===== src/rtl/pot_pkg.sv =====
package pot_pkg;
  localparam int unsigned WIPER_W = 6;
  localparam int unsigned N_CH    = 4;
  localparam int unsigned N_DR    = 4;
  localparam int unsigned CH_W    = $clog2(N_CH);
  localparam int unsigned RG_W    = $clog2(N_DR);
  localparam int unsigned DA_W    = CH_W + RG_W;

  localparam logic [3:0] DEV_TYPE  = 4'b0101;
  localparam logic [3:0] OP_STEP   = 4'b0010;
  localparam logic [3:0] OP_RD_WCR = 4'b1001;
  localparam logic [3:0] OP_WR_WCR = 4'b1010;
  localparam logic [3:0] OP_RD_DR  = 4'b1011;
  localparam logic [3:0] OP_WR_DR  = 4'b1100;
  localparam logic [3:0] OP_XFR    = 4'b1101;

  typedef enum logic [3:0] {
    ST_IDLE, ST_ADDR, ST_ACK_A, ST_INSTR, ST_ACK_I,
    ST_WDATA, ST_ACK_D, ST_RDATA, ST_MACK, ST_STEP, ST_SKIP
  } state_e;

  function automatic logic op_known(logic [3:0] op);
    return op inside {OP_STEP, OP_RD_WCR, OP_WR_WCR, OP_RD_DR, OP_WR_DR, OP_XFR};
  endfunction
endpackage


===== src/rtl/pot_line_sync.sv =====
module pot_line_sync #(
  parameter int unsigned STAGES = 2
) (
  input  logic clk_i,
  input  logic rst_ni,
  input  logic scl_i,
  input  logic sda_i,
  output logic sda_o,
  output logic scl_rise_o,
  output logic scl_fall_o,
  output logic start_o,
  output logic stop_o
);
  logic [STAGES-1:0] scl_sh, sda_sh;
  logic scl_p, sda_p, scl_s;

  assign scl_s = scl_sh[STAGES-1];
  assign sda_o = sda_sh[STAGES-1];

  always_ff @(posedge clk_i or negedge rst_ni) begin
    if (!rst_ni) begin
      scl_sh <= '1;
      sda_sh <= '1;
      scl_p  <= 1'b1;
      sda_p  <= 1'b1;
    end else begin
      scl_sh <= {scl_sh[STAGES-2:0], scl_i};
      sda_sh <= {sda_sh[STAGES-2:0], sda_i};
      scl_p  <= scl_s;
      sda_p  <= sda_o;
    end
  end

  assign scl_rise_o = scl_s & ~scl_p;
  assign scl_fall_o = ~scl_s & scl_p;
  assign start_o    = scl_s & scl_p & sda_p & ~sda_o;
  assign stop_o     = scl_s & scl_p & ~sda_p & sda_o;
endmodule


===== src/rtl/pot_wiper_bank.sv =====
module pot_wiper_bank
  import pot_pkg::*;
#(
  parameter logic [WIPER_W-1:0] DR_INIT = 6'h20
) (
  input  logic                      clk_i,
  input  logic                      rst_ni,
  input  logic                      wr_en_i,
  input  logic [CH_W-1:0]           ch_i,
  input  logic [WIPER_W-1:0]        wr_val_i,
  input  logic                      step_en_i,
  input  logic                      step_up_i,
  output logic [N_CH*WIPER_W-1:0]   wiper_o
);
  for (genvar c = 0; c < N_CH; c++) begin : g_ch
    logic [WIPER_W-1:0] w_q;
    logic sel;
    assign sel = (ch_i == CH_W'(c));
    always_ff @(posedge clk_i or negedge rst_ni) begin
      if (!rst_ni)                   w_q <= DR_INIT;  // value of register 0 at power-up
      else if (wr_en_i && sel)       w_q <= wr_val_i;
      else if (step_en_i && sel) begin
        if (step_up_i && w_q != '1)       w_q <= w_q + 1'b1;
        else if (!step_up_i && w_q != '0) w_q <= w_q - 1'b1;
      end
    end
    assign wiper_o[c*WIPER_W +: WIPER_W] = w_q;
  end
endmodule


===== src/rtl/pot_dreg_file.sv =====
module pot_dreg_file
  import pot_pkg::*;
#(
  parameter int unsigned        NV_CYCLES = 500000,
  parameter logic [WIPER_W-1:0] DR_INIT   = 6'h20
) (
  input  logic               clk_i,
  input  logic               rst_ni,
  input  logic               we_i,
  input  logic [DA_W-1:0]    addr_i,
  input  logic [WIPER_W-1:0] wdata_i,
  output logic [WIPER_W-1:0] rdata_o,
  output logic               busy_o
);
  localparam int unsigned DEPTH = N_CH * N_DR;
  localparam int unsigned CW    = $clog2(NV_CYCLES + 1);

  logic [WIPER_W-1:0] mem_q [DEPTH];
  logic [CW-1:0]      tmr_q;

  for (genvar i = 0; i < DEPTH; i++) begin : g_ent
    always_ff @(posedge clk_i or negedge rst_ni) begin
      if (!rst_ni)                           mem_q[i] <= DR_INIT;
      else if (we_i && addr_i == DA_W'(i))   mem_q[i] <= wdata_i;
    end
  end

  always_ff @(posedge clk_i or negedge rst_ni) begin
    if (!rst_ni)           tmr_q <= '0;
    else if (we_i)         tmr_q <= CW'(NV_CYCLES);
    else if (tmr_q != '0)  tmr_q <= tmr_q - 1'b1;
  end

  assign rdata_o = mem_q[addr_i];
  assign busy_o  = (tmr_q != '0);
endmodule


===== src/rtl/pot_cmd_slave.sv =====
module pot_cmd_slave
  import pot_pkg::*;
#(
  parameter int unsigned        NV_CYCLES   = 500000,
  parameter logic [WIPER_W-1:0] DR_INIT     = 6'h20,
  parameter int unsigned        SYNC_STAGES = 2
) (
  input  logic                    clk_i,
  input  logic                    rst_ni,
  input  logic                    scl_i,
  input  logic                    sda_i,
  input  logic [3:0]              strap_addr_i,
  output logic                    sda_oe_o,
  output logic                    nv_busy_o,
  output logic [N_CH*WIPER_W-1:0] wiper_o
);
  logic sda_s, scl_rise, scl_fall, start_det, stop_det;
  state_e state_q;
  logic [3:0] cnt_q, op_q;
  logic [7:0] sh_q, tx_q;
  logic [RG_W-1:0] reg_q;
  logic [CH_W-1:0] ch_q;
  logic pend_q, dir_q;
  logic wwr_q, dwe_q, stp_q, stp_up_q;
  logic [WIPER_W-1:0] wval_q, dval_q, dr_rdata, cur_wiper;

  pot_line_sync #(.STAGES(SYNC_STAGES)) i_sync (
    .clk_i, .rst_ni, .scl_i, .sda_i,
    .sda_o(sda_s), .scl_rise_o(scl_rise), .scl_fall_o(scl_fall),
    .start_o(start_det), .stop_o(stop_det)
  );

  pot_wiper_bank #(.DR_INIT(DR_INIT)) i_wipers (
    .clk_i, .rst_ni, .wr_en_i(wwr_q), .ch_i(ch_q), .wr_val_i(wval_q),
    .step_en_i(stp_q), .step_up_i(stp_up_q), .wiper_o
  );

  pot_dreg_file #(.NV_CYCLES(NV_CYCLES), .DR_INIT(DR_INIT)) i_dregs (
    .clk_i, .rst_ni, .we_i(dwe_q), .addr_i({ch_q, reg_q}), .wdata_i(dval_q),
    .rdata_o(dr_rdata), .busy_o(nv_busy_o)
  );

  assign cur_wiper = wiper_o[ch_q*WIPER_W +: WIPER_W];

  always_ff @(posedge clk_i or negedge rst_ni) begin
    if (!rst_ni) begin
      state_q <= ST_IDLE;  cnt_q <= '0;  sh_q <= '0;  tx_q <= '0;
      op_q <= '0;  reg_q <= '0;  ch_q <= '0;  sda_oe_o <= 1'b0;
      pend_q <= 1'b0;  dir_q <= 1'b0;
      wwr_q <= 1'b0;  dwe_q <= 1'b0;  stp_q <= 1'b0;  stp_up_q <= 1'b0;
      wval_q <= '0;  dval_q <= '0;
    end else begin
      wwr_q <= 1'b0;
      dwe_q <= 1'b0;
      stp_q <= 1'b0;
      if (stop_det) begin
        state_q <= ST_IDLE;  sda_oe_o <= 1'b0;  pend_q <= 1'b0;
      end else if (start_det) begin
        state_q <= ST_ADDR;  cnt_q <= '0;  sda_oe_o <= 1'b0;  pend_q <= 1'b0;
      end else begin
        if (scl_rise) begin
          sh_q  <= {sh_q[6:0], sda_s};
          cnt_q <= cnt_q + 1'b1;
          if (state_q == ST_STEP) begin
            pend_q <= 1'b1;
            dir_q  <= sda_s;
          end
        end
        if (scl_fall) begin
          unique case (state_q)
            ST_ADDR: if (cnt_q == 4'd8) begin
              if (sh_q[7:4] == DEV_TYPE && sh_q[3:0] == strap_addr_i && !nv_busy_o) begin
                state_q <= ST_ACK_A;  sda_oe_o <= 1'b1;
              end else state_q <= ST_SKIP;
            end
            ST_ACK_A: begin
              state_q <= ST_INSTR;  cnt_q <= '0;  sda_oe_o <= 1'b0;
            end
            ST_INSTR: if (cnt_q == 4'd8) begin
              op_q  <= sh_q[7:4];
              reg_q <= sh_q[3:2];
              ch_q  <= sh_q[1:0];
              if (op_known(sh_q[7:4])) begin
                state_q <= ST_ACK_I;  sda_oe_o <= 1'b1;
              end else state_q <= ST_SKIP;
            end
            ST_ACK_I: begin
              cnt_q    <= '0;
              sda_oe_o <= 1'b0;
              unique case (op_q)
                OP_RD_WCR, OP_RD_DR: begin
                  tx_q     <= {2'b00, (op_q == OP_RD_WCR) ? cur_wiper : dr_rdata};
                  sda_oe_o <= 1'b1;  // leading bit is always 0
                  state_q  <= ST_RDATA;
                end
                OP_WR_WCR, OP_WR_DR: state_q <= ST_WDATA;
                OP_XFR: begin
                  wwr_q   <= 1'b1;  wval_q <= dr_rdata;  state_q <= ST_SKIP;
                end
                default: begin
                  pend_q <= 1'b0;  state_q <= ST_STEP;
                end
              endcase
            end
            ST_WDATA: if (cnt_q == 4'd8) begin
              sda_oe_o <= 1'b1;
              state_q  <= ST_ACK_D;
              if (op_q == OP_WR_WCR) begin
                wwr_q <= 1'b1;  wval_q <= sh_q[5:0];
              end else begin
                dwe_q <= 1'b1;  dval_q <= sh_q[5:0];
              end
            end
            ST_ACK_D: begin
              sda_oe_o <= 1'b0;  state_q <= ST_SKIP;
            end
            ST_RDATA: begin
              if (cnt_q == 4'd8) begin
                sda_oe_o <= 1'b0;  state_q <= ST_MACK;
              end else begin
                sda_oe_o <= ~tx_q[6];
                tx_q     <= {tx_q[6:0], 1'b0};
              end
            end
            ST_MACK: state_q <= ST_SKIP;
            ST_STEP: if (pend_q) begin
              stp_q <= 1'b1;  stp_up_q <= dir_q;  pend_q <= 1'b0;
            end
            default: ;
          endcase
        end
      end
    end
  end
endmodule


===== config.mk =====
export PLATFORM = sky130hd
export DESIGN_NAME = pot_cmd_slave
export DESIGN_NICKNAME = d
export VERILOG_FILES = /design/src/rtl/pot_pkg.sv /design/src/rtl/pot_line_sync.sv /design/src/rtl/pot_wiper_bank.sv /design/src/rtl/pot_dreg_file.sv /design/src/rtl/pot_cmd_slave.sv
export SDC_FILE = /design/constraint.sdc
export NUM_CORES = 1
export LEC_CHECK = 0
export ABC_AREA = 1
export ABC_CLOCK_PERIOD_IN_PS = 5790
export BUFFER_PORTS_ARGS = -buffer_cell sky130_fd_sc_hd__buf_2
export CORE_ASPECT_RATIO = 0.8
export CORE_MARGIN = 2
export CORE_UTILIZATION = 32
export CTS_CLUSTER_SIZE = 30
export DETAILED_ROUTE_END_ITERATION = 8
export PLACE_DENSITY = 0.52
export SLEW_MARGIN = 40
export SYNTH_ARGS = -nofsm -noshare
export SYNTH_HDL_FRONTEND = slang
export SYNTH_SLANG_ARGS = --single-unit
export TNS_END_PERCENT = 1

===== constraint.sdc =====
create_clock -name clk_i -period 5.79 [get_ports clk_i]
set_input_delay 0.2895 -clock clk_i [delete_from_list [all_inputs] [get_ports clk_i]]
set_output_delay 0.2895 -clock clk_i [all_outputs]
set_load 0.1 [all_outputs]

## Word-level counts from Yosys, hierarchy flattened

Index checks and enable logic that the tools add are counted.

- Output and inout bits: 26
- Word-level logic and storage cells: 284
- Bits in registers: 195
- Input port bits: 8

- Reductions and logical operators: 77
- $mul: 1
- Equal/unequal tests: 56
- Add/subtract/negate cells: 10
- Bitwise operators: 16
- $lt $le $gt $ge: 1
- Muxes and demuxes: 81
- Shift-type cells: 1

Operators by type and width:

| cell | number |
|---|---|
| 6-bit two-way mux | 22 |
| 4-bit equality test (second input constant) | 21 |
| 4-bit two-way mux | 13 |
| 19-bit two-way mux | 2 |
| 4-bit by 3-bit equality test with 1-bit output (second input constant) | 9 |
| 1-bit logical AND | 34 |
| 1-bit two-way mux | 34 |
| 6-bit nonzero test | 5 |
| 4-bit case mux with 7 select lines | 1 |
| 6-bit by 1-bit adder with 6-bit output (second input constant) | 4 |
| 6-bit binary-select mux with 4-bit select | 1 |
| 4-bit by 2-bit inequality test with 1-bit output (second input constant) | 6 |
| 6-bit inequality test (second input constant) | 4 |
| 24-bit by 6-bit indexed part select with 6-bit output | 1 |
| 6-bit by 1-bit subtractor with 6-bit output (second input constant) | 4 |
| 4-bit by 2-bit equality test with 1-bit output (second input constant) | 5 |
| 19-bit nonzero test | 1 |
| 19-bit by 1-bit subtractor with 19-bit output (second input constant) | 1 |
| 6-bit AND reduction | 3 |
| 3-bit nonzero test | 5 |
| 7-bit two-way mux | 2 |
| 7-bit case mux with 2 select lines | 1 |
| 7-bit AND reduction | 2 |
| 2-bit nonzero test | 7 |
| other kinds (26) | 55 |

## Logic depth before layout (Yosys ltp)

Gate-level depths: netlist (run 1).

- Depth in word-level cells: 9
- Depth in mapped cells: 14
- Depth with buffers taken out: 12

## Modules after synthesis

From an unflattened synthesis (run 1), not the netlist that was laid out.

- Cells, all modules: 1521
- Area total of the unflattened synthesis: 11178.2 µm²

By module, submodules not included:

| module | times used | sequential area each (µm²) | area each (µm²) | cells each |
|---|---|---|---|---|
| pot_dreg_file | 1 | 2897.8 | 5893.2 | 775 |
| pot_cmd_slave | 1 | 1251.2 | 2856.5 | 389 |
| pot_wiper_bank | 1 | 605.6 | 2229.6 | 340 |
| pot_line_sync | 1 | 157.7 | 198.9 | 17 |

## Worst setup path after synthesis (run 1)

OpenSTA, ideal clock, no wires.

- Kind: register to register
- From: register i_wipers.g_ch[3].w_q[4]
- To: register i_wipers.g_ch[3].w_q[5]
- Setup slack: 3.203 ns
- Period minus slack after synthesis: 2.587 ns
- Arrival: 2.511 ns
- Buffers on the path: 0
- Library setup time: 0.076 ns
- Cell stages (with the launch flop): 13
- Required time: 5.714 ns
- Path through: dfrtp_1 nand2_1 nor2_1 nand2_1 nand2_1 ha_1 a21oi_1 nand2_1 a21boi_0 inv_1 or2_2 nand3_1 nand2_1

- Longest elaborated chain between the ends: 5
- Elaborated cells on any way between the ends: 12
- Classes of those cells: add/sub: 2; eq/ne: 1; mux: 4; reduce/logical: 5

Ends and longest elaborated chain:

| item | RTL line | source |
|---|---|---|
| start, declared | pot_wiper_bank.sv:16 | `logic [WIPER_W-1:0] w_q;` |
| start signal, assigned | pot_wiper_bank.sv:21 | `else if (wr_en_i && sel) w_q <= wr_val_i;` |
| start signal, assigned | pot_wiper_bank.sv:23 | `if (step_up_i && w_q != '1) w_q <= w_q + 1'b1;` |
| start signal, assigned | pot_wiper_bank.sv:24 | `else if (!step_up_i && w_q != '0) w_q <= w_q - 1'b1;` |
| 6-bit by 1-bit subtractor with 6-bit output / 6-bit inequality test (equally long branches) | pot_wiper_bank.sv:24, pot_wiper_bank.sv:23 |  |
| 6-bit two-way mux / 1-bit logical AND (equally long branches) | pot_wiper_bank.sv:24, pot_wiper_bank.sv:23 |  |
| 6-bit two-way mux | pot_wiper_bank.sv:23 |  |
| 6-bit two-way mux | pot_wiper_bank.sv:22 | `else if (step_en_i && sel) begin` |
| 6-bit two-way mux | pot_wiper_bank.sv:21 |  |

Parallel ways exist; a longest one is shown, timed or not. The select of a mux whose other input is x is not followed.
A chain may end at the register's enable or synchronous reset.

## Final worst setup path (run 1)

- From: register i_dregs.tmr_q[0]
- To: output nv_busy_o

- Longest elaborated chain between the ends: 1

Ends and longest elaborated chain:

| item | RTL line | source |
|---|---|---|
| start, declared | pot_dreg_file.sv:19 | `logic [CW-1:0] tmr_q;` |
| start signal, assigned | pot_dreg_file.sv:30 | `else if (we_i) tmr_q <= CW'(NV_CYCLES);` |
| start signal, assigned | pot_dreg_file.sv:31 | `else if (tmr_q != '0) tmr_q <= tmr_q - 1'b1;` |
| 19-bit nonzero test | pot_dreg_file.sv:35 | `assign busy_o = (tmr_q != '0);` |
| end, declared | pot_cmd_slave.sv:14 | `output logic nv_busy_o,` |

Every way passes these cells.

==> results_dict.tcl, run 1 <==
set metrics [dict create \
    status "finished, final reports clean" \
    drc 0 \
    antenna_found_initial 0 \
    startpoint_type "flip-flop" \
    clk_latency_ns 0.46 \
    drt_iter0_drc 794 \
    maxCapViolations 0 \
    synth_seq_cells 195 \
    totalWireLength_um 28960 \
    design_area_sq_um 11750 \
    syn_to_final_growth_pct 10.84 \
    syn_area_per_cell_sq_um 7.452 \
    fmax_mhz 372.5 \
    fin_setup_tns_ns 0 \
    cts_tree "yes" \
    die_h_um 166.8 \
    cts_buffer_depth 2 \
    required_ns 5.50 \
    cellPowerDensity_nw_per_um2 280.4 \
    period_share_pct 46.36 \
    coreArea_sq_um 32560 \
    ctsHtreeMaxLevel 4 \
    arrival_ns 2.39 \
    ant_nets 0 \
    path_clk_slew_ns 0.08 \
    grt_pass1_vias 8509 \
    yosys_warnings 0 \
    hold_viol 0 \
    io_pins 34 \
    dpl-instance-area_sq_um 11130 \
    vias_per_cell 4.865 \
    power_leakage_nw 5.722 \
    max-vdd-ir-drop_v 0.0001709 \
    rows 59 \
    start_util_pct 32.57 \
    ys_types 43 \
    routabilityCongestion 0.8671 \
    fill_cells 3444 \
    syn_inst 1423 \
    clock_sinks 195 \
    grt_usage_pct 17.36 \
    grt_overflow 0 \
    final_max_slew_viol_count 0 \
    cts_root_buf "clkbuf_16" \
    fin_nets 1468 \
    fin_crit_ns 2.684 \
    dpl.hpwl_um 20870 \
    diodes 0 \
    crit_fanout 7 \
    path_class "reg2out" \
    grt_max_degree 75 \
    grt_setup_unrepaired "no" \
    worstMarginPinSlew_ns 0.7623 \
    die_w_um 207.5 \
    synth-seq-area-share_pct 46.32 \
    synth_fp_nets 1455 \
    slew_headroom_pct 49.12 \
    routedWlPerCell_um 15.44 \
    dieArea_sq_um 34620 \
    fin_skew_ns 0.01365 \
    netlist_area_sq_um 10600 \
    place.port_buffers 33 \
    cts_resized 0 \
    hp-class "in2async" \
    finalSetupViolCount 0 \
    drive_above_1_share_pct 9.662 \
    end_kind "output port" \
    grt_pass1_wl_um 47730 \
    first_pass_iters 5 \
    cts_buffers 17 \
    vias 9127 \
]
==> flip-flops by register name, indices dropped and copies added (netlist names), 2 cells and up <==
register	flops
ch_q	2
cnt_q	4
dval_q	6
i_dregs.mem_q	96
i_dregs.tmr_q	19
i_sync.scl_sh	2
i_sync.sda_sh	2
i_wipers.g_ch.w_q	24
op_q	4
reg_q	2
sh_q	8
state_q	4
tx_q	7
wval_q	6
==> critical path: stages, from the launching register on <==
cell     delay, ns
dfrtp_1       0.42
inv_1         0.17
ha_1          0.21
nand2_1       0.06
nor2_1        0.10
nand3_1       0.09
nor2_2        0.34
inv_1         0.21
buf_2         0.34
==> worst paths after layout <==
check                                  from                end  slack (ns)  depth (start not counted)
max                        i_dregs.tmr_q[0]          nv_busy_o        3.11                          8
min in group clk_i         i_sync.scl_sh[0]   i_sync.scl_sh[1]        0.36                          0
min reg2reg                i_sync.scl_sh[0]   i_sync.scl_sh[1]        0.36                          0
min                                  rst_ni  i_dregs.mem_q[43]        0.36                          2
max in group asynchronous            rst_ni            tx_q[3]        4.36                          3
max reg2reg                        reg_q[1]            tx_q[0]        3.37                         11
==> layout by cell type (no fill, tap or decap), drive strengths merged, types with 3 or more instances in the layout <==
cell type	synthesis	routed
xnor2	5	5
o21ai	148	148
a21oi	61	61
or2	4	4
o211ai	3	3
nand3	53	53
nand4	23	23
clkbuf	22	22
clkinv	1	6
ha	20	20
inv	136	139
dfrtp	169	169
nor2	146	146
o22ai	9	9
a31oi	8	8
nand2	510	510
fa	4	4
nor3	15	15
buf	23	35
xor2	17	17
o2111ai	4	4
nand3b	3	3
dlygate4sd3	0	3
dfstp	26	26
==> where the power goes <==
group          switching, mW  internal, mW  leakage [nW]  total [mW]
combinational          0.347         0.171          2.85       0.518
sequential             0.102          1.47          2.59        1.57
clock                  0.570         0.639         0.284        1.21
==> what timing repair did <==
action / in CTS / in global routing
hold buffers: 3 / 0
hold endpoints to repair: 49 / 0
setup buffers: 0 / 0
==> kinds of logic after synthesis <==
logic type,Yosys count,share of synthesized area [%]
simple gates,756,29.63
compound gates,244,12.19
flops,195,46.32
buf+inv,182,6.926
fa+ha+maj,24,3.115
xor+xnor,22,1.817
==> per-layer routing <==
metal  track usage, %  vias to the layer above  share of wire, %
li1                 -                     4591                 -
met1            27.84                     4347                55
met2            23.93                      170                40
met3            2.338                       19               3.8
met4            4.752                        0              0.98
met5                0                        -                 0
==> cell usage after synthesis, drive strengths merged <==
cell type,instances,share of area [%]
a211oi,2,0.14
a21boi,2,0.14
a21o,2,0.14
a21oi,61,2.9
a22oi,2,0.14
a31oi,8,0.47
and2,1,0.059
buf,23,1.3
clkbuf,22,0.78
clkinv,1,0.047
dfrtp,169,40
dfstp,26,6.4
fa,4,0.76
ha,20,2.4
inv,136,4.8
nand2,510,19
nand3,53,2.5
nand3b,3,0.21
nand4,23,1.4
nor2,146,5.8
nor3,15,0.71
nor3b,1,0.071
o2111ai,4,0.33
o211ai,3,0.21
o21ai,148,7.0
o21bai,1,0.071
o22ai,9,0.53
o31ai,2,0.14
or2,4,0.24
xnor2,5,0.41
xor2,17,1.4
==> cell type report <==
type / count / area [sq um] / share of cell area (%)
Sequential cell: 195 / 4912 / 41.79
Timing Repair Buffer: 39 / 234.0 / 1.991
Clock buffer: 21 / 470.5 / 4.003
Inverter: 137 / 518.0 / 4.407
Tap cell: 427 / 534.3 / 4.545
Clock inverter: 11 / 120.1 / 1.022
Multi-Input combinational cell: 1046 / 4965 / 42.24
==> through the flow <==
step                      hold slack [ns]  cells  power [mW]  worst slack [ns]  utilization (%)
after floorplan                 -0.006091   1423       1.960             3.203                -
after CTS                          0.3583   1876       3.331             3.119            36.08
after global routing               0.3654   1876       3.478             2.917            36.10
after detailed placement           0.2948   1841       2.110             3.425            34.18
after global placement             0.2880   1841       2.106             3.442            34.15
final                              0.3567   1876       3.296             3.106            36.10
(Power assumes the default switching activity.)
==> run 2: changes to the inputs <==
ABC_AREA = 0   (was 1)
ABC_CLOCK_PERIOD_IN_PS = 2500   (was 5790)
clock period = 2.5 ns   (was 5.79 ns; I/O delays follow)
==> results_dict.tcl, run 2 <==
set metrics [dict create \
    status "finished, final reports clean" \
    syn_area_per_cell_sq_um 11.84 \
    ys.flop_type "dfrtp_1" \
    synth-edff-count 0 \
    synth_top_area_cell "dfrtp_1" \
    vias 6968 \
    yosysMostFrequentCell "dfrtp_1" \
    hp-class "in2async" \
    final_cells 1364 \
    netlist_area_sq_um 10270 \
    fin_setup_tns_ns 0 \
    r2r-start "i_wipers.g_ch[2].w_q[5]" \
    design_area_sq_um 11940 \
    syn_inst 868 \
    antenna_found_initial 0 \
    dpl.hpwl_um 16930 \
    routabilityCongestion 0.8141 \
    crit_fanout 7 \
    power.total_mw 8.849 \
    arrival_ns 2.70 \
    seq_power_share_pct 43.6 \
    pwr-share-comb_pct 22.1 \
    synth_fp_nets 900 \
    clk_latency_ns 0.44 \
    power_leakage_nw 5.257 \
    finalSetupViolCount 0 \
    required_ns 2.86 \
    ys_types 63 \
    cts_buffers 17 \
    fin_skew_ns 0.01143 \
    drive_above_1_share_pct 34.43 \
    period_share_pct 93.64 \
    ant_nets 0 \
    clock_sinks 195 \
    slew_headroom_pct 52.40 \
    synthTopCellsByArea "dfrtp_1 41%, mux2_2 14%, mux4_2 7.2%" \
    post_cts_buffers 0 \
    end_kind "flip-flop" \
    grt_pass1_vias 6969 \
    final_common_cell "dfrtp_1" \
    fin_nets 963 \
    path_class "reg2reg" \
    routedWlPerCell_um 18.15 \
    fmax_mhz 427.2 \
    setup_ws_ns 0.1590 \
    grt_max_degree 87 \
    grt_pass1_wl_um 40280 \
    max_stage_delay_ns 0.64 \
    die_h_um 164.3 \
    cts_tree "yes" \
    max-vdd-ir-drop_v 0.0004184 \
    synth-seq-area-share_pct 47.81 \
    internal_power_mw 6.052 \
    cts_buffer_depth 2 \
    syn_to_final_growth_pct 16.22 \
    final_max_slew_viol_count 0 \
    grt_usage_pct 15.52 \
    ctsHtreeMaxLevel 4 \
    coreArea_sq_um 31500 \
    grt_overflow 0 \
    final_cell_mix "148 x dfrtp_1, 124 x mux2_2, 65 x nand2_1" \
    fill_cells 3089 \
    path_cells "nand2_1 -> o31ai_4 -> ha_1 -> a211oi_1 -> o21bai_1 -> a21oi_1 -> xnor2_1 -> mux2i_1 -> o21ai_0" \
    path_clk_slew_ns 0.07 \
    totalWireLength_um 24750 \
    p_clk_share_pct 34.2 \
    start_util_pct 32.62 \
    place_inst 1329 \
    rows 58 \
    vias_per_cell 5.109 \
    maxCapViolations 0 \
    die_w_um 204.3 \
    hold_viol 0 \
    cellPowerDensity_nw_per_um2 741.0 \
    place.port_buffers 33 \
    largest_reg_flops 96 \
    cts_root_buf "clkbuf_16" \
    synth_seq_cells 195 \
    dp_worst_setup_slack_ns 0.07568 \
    cp_slowest_cell "dfstp_4" \
    fin_util_pct 37.92 \
    startpoint "i_wipers.g_ch[2].w_q[5]" \
    top_register "i_dregs.mem_q" \
    p_switching_mw 2.797 \
    startpoint_type "flip-flop" \
    diodes 0 \
    first_pass_iters 4 \
    dieArea_sq_um 33570 \
    synth_top_area_share_pct 41.16 \
    async_flop_share_pct 100.0 \
    timing.hold.ws_ns 0.1898 \
    worstMarginPinSlew_ns 0.7093 \
    dpl-instance-area_sq_um 11240 \
    fin_crit_ns 2.341 \
    synthTopCellsByCount "169 x dfrtp_1, 124 x mux2_2, 65 x nand2_1" \
    io_pins 34 \
    reg_top3 "i_dregs.mem_q: 96 flops, i_wipers.g_ch.w_q: 24 flops, i_dregs.tmr_q: 19 flops" \
    drt_iter0_drc 414 \
    yosys_warnings 0 \
    p_sw_share_pct 31.60 \
    drc 0 \
]
## run 2: kinds of logic (layout without fill, tap and decap cells)
family / after synthesis / count (layout) / share of synthesized area (%)
XOR/XNOR: 37 / 37 / 3.154
flip-flops: 195 / 195 / 47.81
multiplexers: 183 / 183 / 23.36
AO/OA/AOI/OAI: 152 / 152 / 9.145
AND/OR/NAND/NOR: 227 / 227 / 11.30
adder cells (fa/ha/maj): 24 / 24 / 3.215
buffers and inverters: 50 / 126 / 2.021
## run 2: path summary, 6_finish.rpt
check	endpoint	slack (ns)	cells after the start
max in group asynchronous	i_dregs.mem_q[71]	1.47	3
hold / removal	i_wipers.g_ch[3].w_q[4]	0.19	2
setup / recovery	i_wipers.g_ch[2].w_q[5]	0.16	9
min in group clk_i	state_q[3]	0.29	5
hold reg to reg	i_sync.scl_sh[1]	0.35	0
setup reg to reg	i_wipers.g_ch[2].w_q[5]	0.16	9
## run 2: power groups by stage
| stage | combinational (mW) | sequential (mW) | clock, mW |
|---|---|---|---|
| global placement | 1.93 | 3.91 | 0 |
| finish | 1.96 | 3.86 | 3.03 |
| global route | 2.17 | 3.92 | 3.24 |
| detailed placement | 1.94 | 3.91 | 0 |
| floorplan | 1.20 | 4.06 | 0 |
| CTS | 1.95 | 3.86 | 3.12 |
## run 2: timing repair
action | 4_1_cts | 5_1_grt
hold buffers | 3 | 0
endpoints found under the setup margin | 0 | 4
endpoints found under the hold margin | 42 | 0
resized for setup | 0 | 6
## run 2: routing by layer
layer / global-route usage [%] / vias up / part of all wire (%)
met2: 22.59 / 84 / 43
li1: - / 3315 / -
met5: 0 / - / 0
met1: 23.72 / 3553 / 53
met3: 3.234 / 16 / 2.8
met4: 2.866 / 0 / 0.78
## run 2: worst max-delay path, delay by kind of cell, from the launching register on
kind                       cells  cell delay (ns)
adders and majority gates      1             0.30
DFF                            1             0.64
AOI/OAI and AO/OA              5             0.99
and+or+nand+nor                1             0.10
muxes                          1             0.08
xor gates and xnor gates       1             0.14
## run 2: layout make-up
class / instances / area [sq um] / area share [%]
Inverter: 14 / 52.55 / 0.4401
Clock buffer: 20 / 436.7 / 3.657
Multi-Input combinational cell: 623 / 5190 / 43.46
Clock inverter: 12 / 202.7 / 1.697
Sequential cell: 195 / 4950 / 41.45
Tap cell: 420 / 525.5 / 4.401
Timing Repair Buffer: 80 / 584.3 / 4.893
==> run 3: changes to the inputs <==
BUFFER_PORTS_ARGS = unset   (was -buffer_cell sky130_fd_sc_hd__buf_2)
DONT_BUFFER_PORTS = 1   (was unset)
PLACE_DENSITY = 0.51   (was 0.52)
==> results_dict.tcl, run 3 (synthesis gave the netlist of run 2 again) <==
set metrics [dict create \
    path_class "reg2reg" \
    grt_max_degree 196 \
    fin_nets 945 \
    routedWlPerCell_um 18.36 \
    largest_reg_flops 96 \
    antenna_found_initial 0 \
    first_pass_iters 4 \
    cp_slowest_cell "dfstp_4" \
    fmax_mhz 429.6 \
    grt_setup_unrepaired "yes" \
    io_pins 34 \
    dpl.hpwl_um 16820 \
    worstMarginPinSlew_ns 0.6690 \
    grt_usage_pct 15.59 \
    place_inst 1312 \
    syn_to_final_growth_pct 15.37 \
    cp_top_family "compound AO/OA/AOI/OAI gates" \
    startpoint_type "flip-flop" \
    status "finished with violations" \
    coreArea_sq_um 31500 \
    period_share_pct 93.10 \
    timing.hold.ws_ns -0.6319 \
    cts_buffers 17 \
    cellPowerDensity_nw_per_um2 741.4 \
    top_register "i_dregs.mem_q" \
    dieArea_sq_um 33570 \
    clk_latency_ns 0.45 \
    vias_per_cell 5.110 \
    cts-hold-fix-buffers 2 \
    cts_root_buf "clkbuf_16" \
    final_max_slew_viol_count 0 \
    start_util_pct 32.62 \
    drt_iter0_drc 338 \
    die_h_um 164.3 \
    rows 58 \
    fin_setup_tns_ns 0 \
    path_cells "nand2_1 -> o21ai_2 -> ha_1 -> a211oi_1 -> o21bai_1 -> a21oi_1 -> xnor2_1 -> a21oi_1 -> nand2b_1" \
    ctsHtreeMaxLevel 4 \
    cts_tree "yes" \
    drive_above_1_share_pct 33.48 \
    place.port_buffers 0 \
    max-vdd-ir-drop_v 0.0004120 \
    end_kind "flip-flop" \
    grt_pass1_vias 6924 \
    required_ns 2.88 \
    final_cell_mix "148 x dfrtp_1, 124 x mux2_2, 65 x nand2_1" \
    hp-class "in2async" \
    path_buf_inv 0 \
    finalSetupViolCount 0 \
    fill_cells 3065 \
    die_w_um 204.3 \
    drc 0 \
    arrival_ns 2.71 \
    vias 6878 \
    ant_nets 0 \
    final_cells 1346 \
    clock_sinks 195 \
    cts_buffer_depth 2 \
    power_leakage_nw 5.166 \
    routabilityCongestion 0.8123 \
    violations "negative hold slack" \
    fin_util_pct 37.64 \
    fin_crit_ns 2.328 \
    power.total_mw 8.789 \
    path_clk_slew_ns 0.08 \
    final_common_cell "dfrtp_1" \
    diodes 0 \
    slew_headroom_pct 55.10 \
    max_stage_delay_ns 0.62 \
    maxCapViolations 0 \
    fin_skew_ns 0.01532 \
    grt_overflow 0 \
    hold_viol 195 \
    totalWireLength_um 24710 \
    post_cts_buffers 0 \
    reg_top3 "i_dregs.mem_q: 96 flops, i_wipers.g_ch.w_q: 24 flops, i_dregs.tmr_q: 19 flops" \
    crit_fanout 6 \
    worst_path_most_repeated_cell "a21oi_1" \
    grt_pass1_wl_um 40130 \
]
[run 3: changes by cell type in the layout (fill, tap and decap cells not counted), sizes merged]
cell	before	now
inv	16	17
bufinv	5	4
buf	76	60
clkinv	3	4
clkbuf	21	19
dlygate4sd3	3	2
[run 3: report_power, final]
group	total (mW)	internal (mW)	switching, mW
clock network	3.04	1.72	1.31
logic	1.94	0.803	1.13
registers	3.82	3.45	0.361
[run 3: layout make-up]
type	count	area, sq um	share of cell area, %
clock buffers	19	442.9	3.737
clock inverters	13	196.4	1.657
inverters	14	52.55	0.4433
multi-input cells	623	5191	43.79
flip-flops and latches	195	4950	41.76
well taps	420	525.5	4.433
repair buffers	62	495.5	4.180
[run 3: timing repair]
action                                  in CTS  in global routing
resized for setup                            0                  6
endpoints found under the setup margin       0                  6
hold endpoints to repair                   197                195
[run 3: path summary, 6_finish.rpt]
kind / startpoint / to / slack (ns) / cells past startpoint
max: i_wipers.g_ch[1].w_q[5] / i_wipers.g_ch[1].w_q[5] / 0.17 / 9
min: rst_ni / i_wipers.g_ch[3].w_q[4] / -0.63 / 0
max reg2reg: i_wipers.g_ch[1].w_q[5] / i_wipers.g_ch[1].w_q[5] / 0.17 / 9
min reg2reg: i_sync.scl_sh[0] / i_sync.scl_sh[1] / 0.36 / 0
max in group asynchronous: rst_ni / i_dregs.mem_q[23] / 2.82 / 0
min in group clk_i: strap_addr_i[2] / state_q[3] / 0.16 / 4
[run 3: stage by stage]
| step | hold slack (ns) | area [sq um] | setup WS [ns] |
|---|---|---|---|
| detailed placement | -0.1657 | 11160 | 0.07336 |
| CTS | -0.6558 | 11820 | 0.05981 |
| finish | -0.6319 | 11850 | 0.1724 |
| global route | -0.6586 | 11850 | -0.008106 |
| floorplan | -0.1706 | 10320 | -0.05826 |
| global placement | -0.1665 | 11160 | 0.08194 |
[run 3: routing by layer]
metal  GRT usage [%]  vias up  wire [um]
met5               0        -          0
met4           3.722        0        258
met3           3.075       20        823
met2           22.90       89      10670
met1           23.44     3486      12960
li1                -     3283          -
